### src/rtl/lsd_pkg.sv
package lsd_pkg;

  localparam logic [1:0] PFX_START = 2'b11;

  // half adder of carry and register top bit: {and, xor}; never yields 11
  function automatic logic [1:0] pfx_of(input logic carry, input logic top);
    return {carry & top, carry ^ top};
  endfunction

endpackage

### src/rtl/lsd_in_stage.sv
module lsd_in_stage #(
  parameter int W = 16
) (
  input  logic         clk_i,
  input  logic         rst_ni,
  input  logic         valid_i,
  input  logic [W+1:0] sym_i,
  output logic         valid_o,
  output logic         start_o,
  output logic [1:0]   pfx_o,
  output logic [W-1:0] field_o
);
  import lsd_pkg::*;

  logic         valid_d, start_d;
  logic [1:0]   pfx_d;
  logic [W-1:0] field_d;

  always_comb begin
    valid_d = valid_i;
    start_d = valid_i && (sym_i[W+1:W] == PFX_START);
    pfx_d   = pfx_o;
    field_d = field_o;
    if (valid_i) begin
      pfx_d   = sym_i[W+1:W];
      field_d = sym_i[W-1:0];
    end
  end

  always_ff @(posedge clk_i or negedge rst_ni) begin
    if (!rst_ni) begin
      valid_o <= 1'b0;
      start_o <= 1'b0;
      pfx_o   <= '0;
      field_o <= '0;
    end else begin
      valid_o <= valid_d;
      start_o <= start_d;
      pfx_o   <= pfx_d;
      field_o <= field_d;
    end
  end

  AST_START_IS_VALID: assert property (@(posedge clk_i) disable iff (!rst_ni)
    start_o |-> valid_o) else $error("start without valid");

endmodule

### src/rtl/lsd_gen_core.sv
module lsd_gen_core #(
  parameter int         W      = 16,
  parameter logic [W-1:0] INIT_X = 16'h5A3C,
  parameter logic [W-1:0] INIT_Y = 16'hC3A5
) (
  input  logic         clk_i,
  input  logic         rst_ni,
  input  logic         seed_i,
  input  logic         step_i,
  input  logic [W-1:0] word_i,
  output logic [W-1:0] x_o,
  output logic [W-1:0] y_o,
  output logic         c_o,
  output logic         armed_o
);

  logic [W:0]   sum;
  logic [W-1:0] x_d, y_d;
  logic         c_d, armed_d;

  always_comb begin
    sum     = {1'b0, x_o} + {1'b0, y_o} + {{W{1'b0}}, c_o};
    x_d     = x_o;
    y_d     = y_o;
    c_d     = c_o;
    armed_d = armed_o;
    if (seed_i) begin
      x_d     = INIT_X;
      y_d     = INIT_Y;
      c_d     = 1'b0;
      armed_d = 1'b1;
    end else if (step_i) begin
      x_d = sum[W-1:0];
      c_d = sum[W];
      y_d = x_o + word_i;
    end
  end

  always_ff @(posedge clk_i or negedge rst_ni) begin
    if (!rst_ni) begin
      x_o     <= '0;
      y_o     <= '0;
      c_o     <= 1'b0;
      armed_o <= 1'b0;
    end else begin
      x_o     <= x_d;
      y_o     <= y_d;
      c_o     <= c_d;
      armed_o <= armed_d;
    end
  end

  AST_STEP_NEEDS_ARM: assert property (@(posedge clk_i) disable iff (!rst_ni)
    step_i |-> armed_o) else $error("step while unarmed");
  AST_IDLE_HOLDS: assert property (@(posedge clk_i) disable iff (!rst_ni)
    (!step_i && !seed_i) |=> ($stable(x_o) && $stable(y_o) && $stable(c_o))) else $error("state moved while idle");

endmodule

### src/rtl/lsd_recover.sv
module lsd_recover #(
  parameter int W = 16
) (
  input  logic [W-1:0] x_i,
  input  logic [W-1:0] y_i,
  input  logic         c_i,
  input  logic [W-1:0] field_i,
  input  logic [1:0]   pfx_i,
  output logic [W-1:0] word_o,
  output logic         match_o
);
  import lsd_pkg::*;

  logic       dbit;
  logic [1:0] expect_pfx;

  always_comb begin
    dbit       = y_i[W-1];
    expect_pfx = pfx_of(c_i, dbit);
    word_o     = (field_i ^ x_i) + {{(W-1){1'b0}}, dbit};
    match_o    = (expect_pfx == pfx_i);
  end

endmodule

### src/rtl/line_descrambler.sv
module line_descrambler #(
  parameter int           W      = 16,
  parameter logic [W-1:0] INIT_X = 16'h5A3C,
  parameter logic [W-1:0] INIT_Y = 16'hC3A5
) (
  input  logic         clk_i,
  input  logic         rst_ni,
  input  logic         sym_valid_i,
  input  logic [W+1:0] sym_i,
  output logic [W-1:0] pay_o,
  output logic         pay_valid_o,
  output logic         ok_o,
  output logic         start_o
);
  import lsd_pkg::*;

  logic rst_s1, rst_n;

  always_ff @(posedge clk_i or negedge rst_ni) begin
    if (!rst_ni) begin
      rst_s1 <= 1'b0;
      rst_n  <= 1'b0;
    end else begin
      rst_s1 <= 1'b1;
      rst_n  <= rst_s1;
    end
  end

  logic         s1_valid, s1_start;
  logic [1:0]   s1_pfx;
  logic [W-1:0] s1_field;

  lsd_in_stage #(.W(W)) in_i (
    .clk_i   (clk_i),
    .rst_ni  (rst_n),
    .valid_i (sym_valid_i),
    .sym_i   (sym_i),
    .valid_o (s1_valid),
    .start_o (s1_start),
    .pfx_o   (s1_pfx),
    .field_o (s1_field)
  );

  logic         seed, step, armed, gc;
  logic [W-1:0] gx, gy, word;
  logic         match;

  assign seed = s1_valid && s1_start;
  assign step = s1_valid && !s1_start && armed;

  lsd_recover #(.W(W)) rec_i (
    .x_i     (gx),
    .y_i     (gy),
    .c_i     (gc),
    .field_i (s1_field),
    .pfx_i   (s1_pfx),
    .word_o  (word),
    .match_o (match)
  );

  lsd_gen_core #(.W(W), .INIT_X(INIT_X), .INIT_Y(INIT_Y)) gen_i (
    .clk_i   (clk_i),
    .rst_ni  (rst_n),
    .seed_i  (seed),
    .step_i  (step),
    .word_i  (word),
    .x_o     (gx),
    .y_o     (gy),
    .c_o     (gc),
    .armed_o (armed)
  );

  logic [W-1:0] pay_d;
  logic         pv_d, ok_d, st_d;

  always_comb begin
    pay_d = pay_o;
    pv_d  = step;
    st_d  = seed;
    ok_d  = ok_o;
    if (seed) begin
      ok_d = 1'b1;
    end else if (step) begin
      pay_d = word;
      ok_d  = ok_o & match;
    end
  end

  always_ff @(posedge clk_i or negedge rst_n) begin
    if (!rst_n) begin
      pay_o       <= '0;
      pay_valid_o <= 1'b0;
      ok_o        <= 1'b0;
      start_o     <= 1'b0;
    end else begin
      pay_o       <= pay_d;
      pay_valid_o <= pv_d;
      ok_o        <= ok_d;
      start_o     <= st_d;
    end
  end

  AST_OK_RISES_ON_START: assert property (@(posedge clk_i) disable iff (!rst_n)
    $rose(ok_o) |-> start_o) else $error("ok rose without start");
  AST_START_SETS_OK: assert property (@(posedge clk_i) disable iff (!rst_n)
    start_o |-> ok_o) else $error("start left ok low");
  AST_START_FROM_MARKER: assert property (@(posedge clk_i) disable iff (!rst_n)
    start_o |-> $past(sym_valid_i && (sym_i[W+1:W] == PFX_START), 2)) else $error("start without marker");
  AST_PAY_LATENCY: assert property (@(posedge clk_i) disable iff (!rst_n)
    pay_valid_o |-> $past(sym_valid_i, 2)) else $error("payload latency");
  AST_PAY_START_EXCL: assert property (@(posedge clk_i) disable iff (!rst_n)
    !(pay_valid_o && start_o)) else $error("payload and start together");

endmodule

### config.mk
export PLATFORM = sky130hd
export DESIGN_NAME = line_descrambler
export DESIGN_NICKNAME = d
export VERILOG_FILES = /design/src/rtl/lsd_pkg.sv /design/src/rtl/lsd_in_stage.sv /design/src/rtl/lsd_gen_core.sv /design/src/rtl/lsd_recover.sv /design/src/rtl/line_descrambler.sv
export SDC_FILE = /design/constraint.sdc
export NUM_CORES = 1
export LEC_CHECK = 0
export BUFFER_PORTS_ARGS = -buffer_cell sky130_fd_sc_hd__buf_2
export CORE_ASPECT_RATIO = 1.1
export CORE_MARGIN = 2
export CORE_UTILIZATION = 60
export DETAILED_ROUTE_END_ITERATION = 10
export PLACE_DENSITY = 0.79
export SLEW_MARGIN = 5
export SYNTH_ARGS = -nofsm -noshare
export SYNTH_HDL_FRONTEND = slang
export SYNTH_HIERARCHICAL = 1
export SYNTH_SLANG_ARGS = --single-unit
export TNS_END_PERCENT = 20
### constraint.sdc
create_clock -name clk_i -period 2.65 [get_ports clk_i]
set_clock_uncertainty 0.15 [all_clocks]
set_input_delay 0.53 -clock clk_i [delete_from_list [all_inputs] [get_ports clk_i]]
set_output_delay 0.53 -clock clk_i [all_outputs]
set_load 0.1 [all_outputs]
# Word-level counts from Yosys, hierarchy flattened
# Cells that the tools add are included.
[word_totals]
ff_bits = 75
output_inout_bits = 19
word_cells = 40
[classes]
add_sub_neg = 4
n_eq_ne = 2
muxes = 8
bitwise = 5
n_reduce_logical = 7
[ops]
columns = ["op", "n"]
rows = [
  ["16-bit two-way mux", 4],
  ["16-bit by 16-bit adder with 17-bit output", 1],
  ["17-bit by 1-bit adder with 17-bit output", 1],
  ["16-bit by 1-bit adder with 16-bit output", 1],
  ["16-bit adder", 1],
  ["16-bit bitwise XOR", 1],
  ["1-bit logical AND", 4],
  ["1-bit two-way mux", 4],
  ["1-bit bitwise AND", 2],
  ["2-bit equality test", 1],
  ["2-bit equality test (second input constant)", 1],
  ["2-bit AND reduction", 1],
  ["2-bit nonzero test", 1],
  ["1-bit zero test", 1],
  ["1-bit inverter", 1],
  ["1-bit bitwise XOR", 1],
]

# Logic depth before layout (Yosys ltp)
[logic_depth]
word_depth = 5
depth_mapped = 13
mapped_depth_nobuf = 13

# Hierarchy
# Netlist, hierarchy kept.
[modules_own_cells]
columns = ["mod", "n_inst", "cells_each", "area_each_um2", "seq_area_each_um2"]
rows = [
  ["lsd_gen_core", 1, 318, 2837.7, 850.8],
  ["line_descrambler", 1, 44, 799.5, 525.5],
  ["lsd_in_stage", 1, 41, 775.7, 500.5],
  ["lsd_recover", 1, 57, 555.5, 0.0],
]

# Worst setup path before layout
# No wires, ideal clock.
[synth_timing]
path_type = "flip-flop to flip-flop"
start = "reg gen_i.x_o[0]"
end = "reg gen_i.y_o[13]"
arrival_ps = 3060
required_ps = 2378
setup_slack_ps = -681
path_stages_with_launch = 14
n_path_buf = 0
cell_sequence = "dfrtp_1 -> xor2_1 -> ha_1 -> ha_1 -> nand3_2 -> nor3b_1 -> xor2_1 -> ha_1 -> a21o_1 -> a21o_1 -> a21oi_4 -> a21oi_2 -> or3_1 -> a32o_1"
[synth_via]
elab_chain_len = 5
[synth_lines]
columns = ["element", "line_no", "source"]
rows = [
  ["start, declared", "lsd_gen_core.sv:11", "output logic [W-1:0] x_o,"],
  ["start signal, assigned", "lsd_gen_core.sv:41", "x_o <= '0;"],
  ["start signal, assigned", "lsd_gen_core.sv:46", "x_o <= x_d;"],
  ["16-bit bitwise XOR", "lsd_recover.sv:20", "word_o = (field_i ^ x_i) + {{(W-1){1'b0}}, dbit};"],
  ["16-bit by 1-bit adder with 16-bit output", "lsd_recover.sv:20", ""],
  ["via word[8]", "line_descrambler.sv:45", "logic [W-1:0] gx, gy, word;"],
  ["16-bit adder", "lsd_gen_core.sv:35", "y_d = x_o + word_i;"],
  ["16-bit two-way mux", "lsd_gen_core.sv:32", "end else if (step_i) begin"],
  ["16-bit two-way mux", "lsd_gen_core.sv:27", "if (seed_i) begin"],
  ["end signal, assigned", "lsd_gen_core.sv:47", "y_o <= y_d;"],
  ["end, declared", "lsd_gen_core.sv:12", "output logic [W-1:0] y_o,"],
]
# The timed path passes the listed nets, and every way through them passes these cells. The select of a mux whose other input is x is not followed.
# A chain may end at the register's enable or synchronous reset.

# Worst setup path after layout
[layout_timing]
start = "reg gen_i.x_o[0]"
end = "reg gen_i.y_o[14]"
# Same word-level chain as after synthesis.

==> out/metrics.cfg <==
[clock_network]
cts_num_sinks = 75
cts_made_buffers = 9
root_buffer = clkbuf_8
cts.clk_slew.worst_paths_ns = 0.09
h-tree-depth = 3
clock_latency_ns = 0.36
cts_buffer_depth = 2
cts_tree = built

[route]
ant_nets = 0
drtIter0Drc = 254
via_per_inst = 6.08
routed_wl_mm = 14.4
drcViolationCount = 0
vias = 4330
wire_per_inst_um = 20.2
first_pass_iters = 5

[sta]
period_share_pct = 125
finalHoldWorstSlack_ns = 0.0740
final.setup.tns_ns = -6.68
tightest_slew_ns = 0.620
setup_ws_ns = -0.670
max_freq_ghz = 0.301
relSlewSlack_pct = 58.6
period_needed_ns = 3.32
setup_viol = 18
hold_viol_final = 0
rsz0062_at_grt = yes
slew_violations = 0

[place]
gp_congestion = 1.03
dp_hpwl_mm = 9.52
port_buffers = 39
place_area_um2 = 5920

[global_routing]
met1_usage_pct = 35.0
grtUsageTotal_pct = 31.2
grt_pass1_vias = 4504
grt-ovfl-total = 0
use_met3_pct = 4.62
met2_usage_pct = 57.6
grt_busiest_layer = met2
antenna_found_initial = 0
grt_max_degree = 29
grt_pass1_wl_mm = 22.1

[flow_run]
maxCapViolations = 0

[yosys]
ys_types = 69
yosysTopAreaCell = dfrtp_1
synth.area.top_cells = dfrtp_1, ha_1, mux2_4, xor2_1, mux2_2
mappedNetlistArea_um2 = 4970
ys.flop_type = dfrtp_1
async_reset_ff_share_pct = 100
yosysWarnings = 6
syn_area_per_cell_um2 = 10.8
synth-seq-cells = 75
syn_inst = 460
seq_area_frac_synth_pct = 37.8
synthesis.nets = 517
synth_top_area_share_pct = 37.8
synth_edf_count = 0

[die]
io_pins = 40
row_count = 34
die_w_um = 90.8
core-area_um2 = 7960
die-area_um2 = 9030
initial_utilization_pct = 62.5
die_h_um = 99.4

[setup_path]
worst-setup-path-type = register to register
cp.required_ns = 2.73
cp_max_fo = 6
worstSetupEndpointType = register
crit_arrival_ns = 3.40
cp-start-kind = register

[worst_hold_path]
hp-class = register to async pin

[layout]
drive_gt1_share_pct = 41.9
areaGrowthSynthToFinish_pct = 28.5
seq_area_um2 = 1880
antenna_cells = 0
multi_input_area_um2 = 3200
design_area_um2 = 6380
nets = 656
fillers = 464
fin_util_pct = 80.2

[run_status]
outcome = complete, but fails checks
violations = negative setup slack

## kinds of logic after synthesis
| family | share of synthesized area [%] |
|---|---|
| flops | 37.8 |
| xor+xnor | 9.19 |
| other cells | 0.0755 |
| simple gates | 13.4 |
| buf+inv | 2.29 |
| fa+ha+maj | 9.52 |
| mux | 9.87 |
| compound gates | 17.9 |
## final timing paths
| kind | startpoint | endpoint | slack (ns) | cells past startpoint |
|---|---|---|---|---|
| setup / recovery | gen_i/x_o[0] | gen_i/y_o[14] | -0.67 | 13 |
| hold / removal | rst_n | in_i/pfx_o[1] | 0.07 | 0 |
| setup reg to reg | gen_i/x_o[0] | gen_i/y_o[14] | -0.67 | 13 |
| hold reg to reg | rst_n | in_i/pfx_o[1] | 0.07 | 0 |
| max in group asynchronous | rst_n | gen_i/x_o[4] | 1.51 | 1 |
| min in group clk_i | rst_s1 | rst_n | 0.22 | 0 |
## per-stage QoR
stage | cells | setup slack (ns)
floorplan | 460 | -0.465
global placement | 683 | -0.426
detailed placement | 683 | -0.528
CTS | 706 | -0.541
global route | 712 | -0.798
finish | 712 | -0.670
## cell usage in the layout (no fill, tap or decap), drive strengths merged, types with 3 or more instances in the layout
cell,count
ha,33
a21o,16
fa,3
xnor2,13
mux2,34
nand3,8
nor2b,6
or2,8
dfrtp,75
or3,5
clkbuf,10
buf,140
o31ai,3
nand4,7
nor4,3
nand2,21
nor2,29
nor3,5
and2,3
nand3b,3
a31oi,4
o21ai,27
a21oi,36
clkinv,3
a211oi,8
a211o,4
inv,10
mux2i,4
o211ai,6
and3,5
o21bai,3
o21a,5
xor2,34
## cell type report
cell class,instances,share of cell area [%]
Tap cell,108,2.12
Timing Repair Buffer,141,15.1
Inverter,9,0.529
Multi-Input combinational cell,363,50.1
Sequential cell,75,29.4
Clock buffer,10,2.16
Clock inverter,6,0.608
## state kept, by name (all words and copies together), names as in the netlist, 2 cells and up
name	count
in_i/field_o	16
pay_o	16
gen_i/y_o	16
gen_i/x_o	16
in_i/pfx_o	2
## routing by layer
layer | vias up | routed length, um
met5 | - | 0
met4 | 0 | 767
met3 | 66 | 687
met2 | 175 | 7480
met1 | 2133 | 5460
li1 | 1956 | -
## cell usage after synthesis (3+ instances only)
cell type	n
dfrtp_1	75
ha_1	33
a21oi_1	32
nor2_1	29
xor2_1	28
o21ai_0	24
nand2_1	21
mux2_4	18
a21o_1	16
mux2_2	16
xnor2_1	13
clkbuf_1	9
inv_1	9
or2_2	8
a211oi_1	7
nand3_1	6
nor2b_1	6
o211ai_1	6
xor2_2	6
nor3_1	5
o21a_1	5
or3_1	5
a211o_1	4
a31oi_1	4
and3_1	4
mux2i_1	4
nand4_1	4
a21oi_2	3
and2_1	3
fa_1	3
nor4_2	3
o21bai_1	3
o31ai_1	3
## worst max-delay path: stages, from the launching register on
cell	delay, ns
dfrtp_1	0.40
xor2_1	0.18
ha_2	0.27
ha_4	0.17
nand3_4	0.16
buf_4	0.21
xnor2_4	0.15
ha_4	0.30
o21ai_1	0.11
o211ai_1	0.28
o211ai_1	0.21
a31oi_1	0.32
xnor2_1	0.18
o21ai_1	0.10
## repair_timing
action	CTS	global route
hold endpoints to repair	2	0
hold buffers	1	0
resized for setup	9	28
endpoints found under the setup margin	17	21
gates cloned	0	0
pin swaps	20	25
setup buffers	6	6
Power is left out: the tool's default activity adds up to more than one toggle a clock period on the data nets, which glitch-free logic cannot reach.
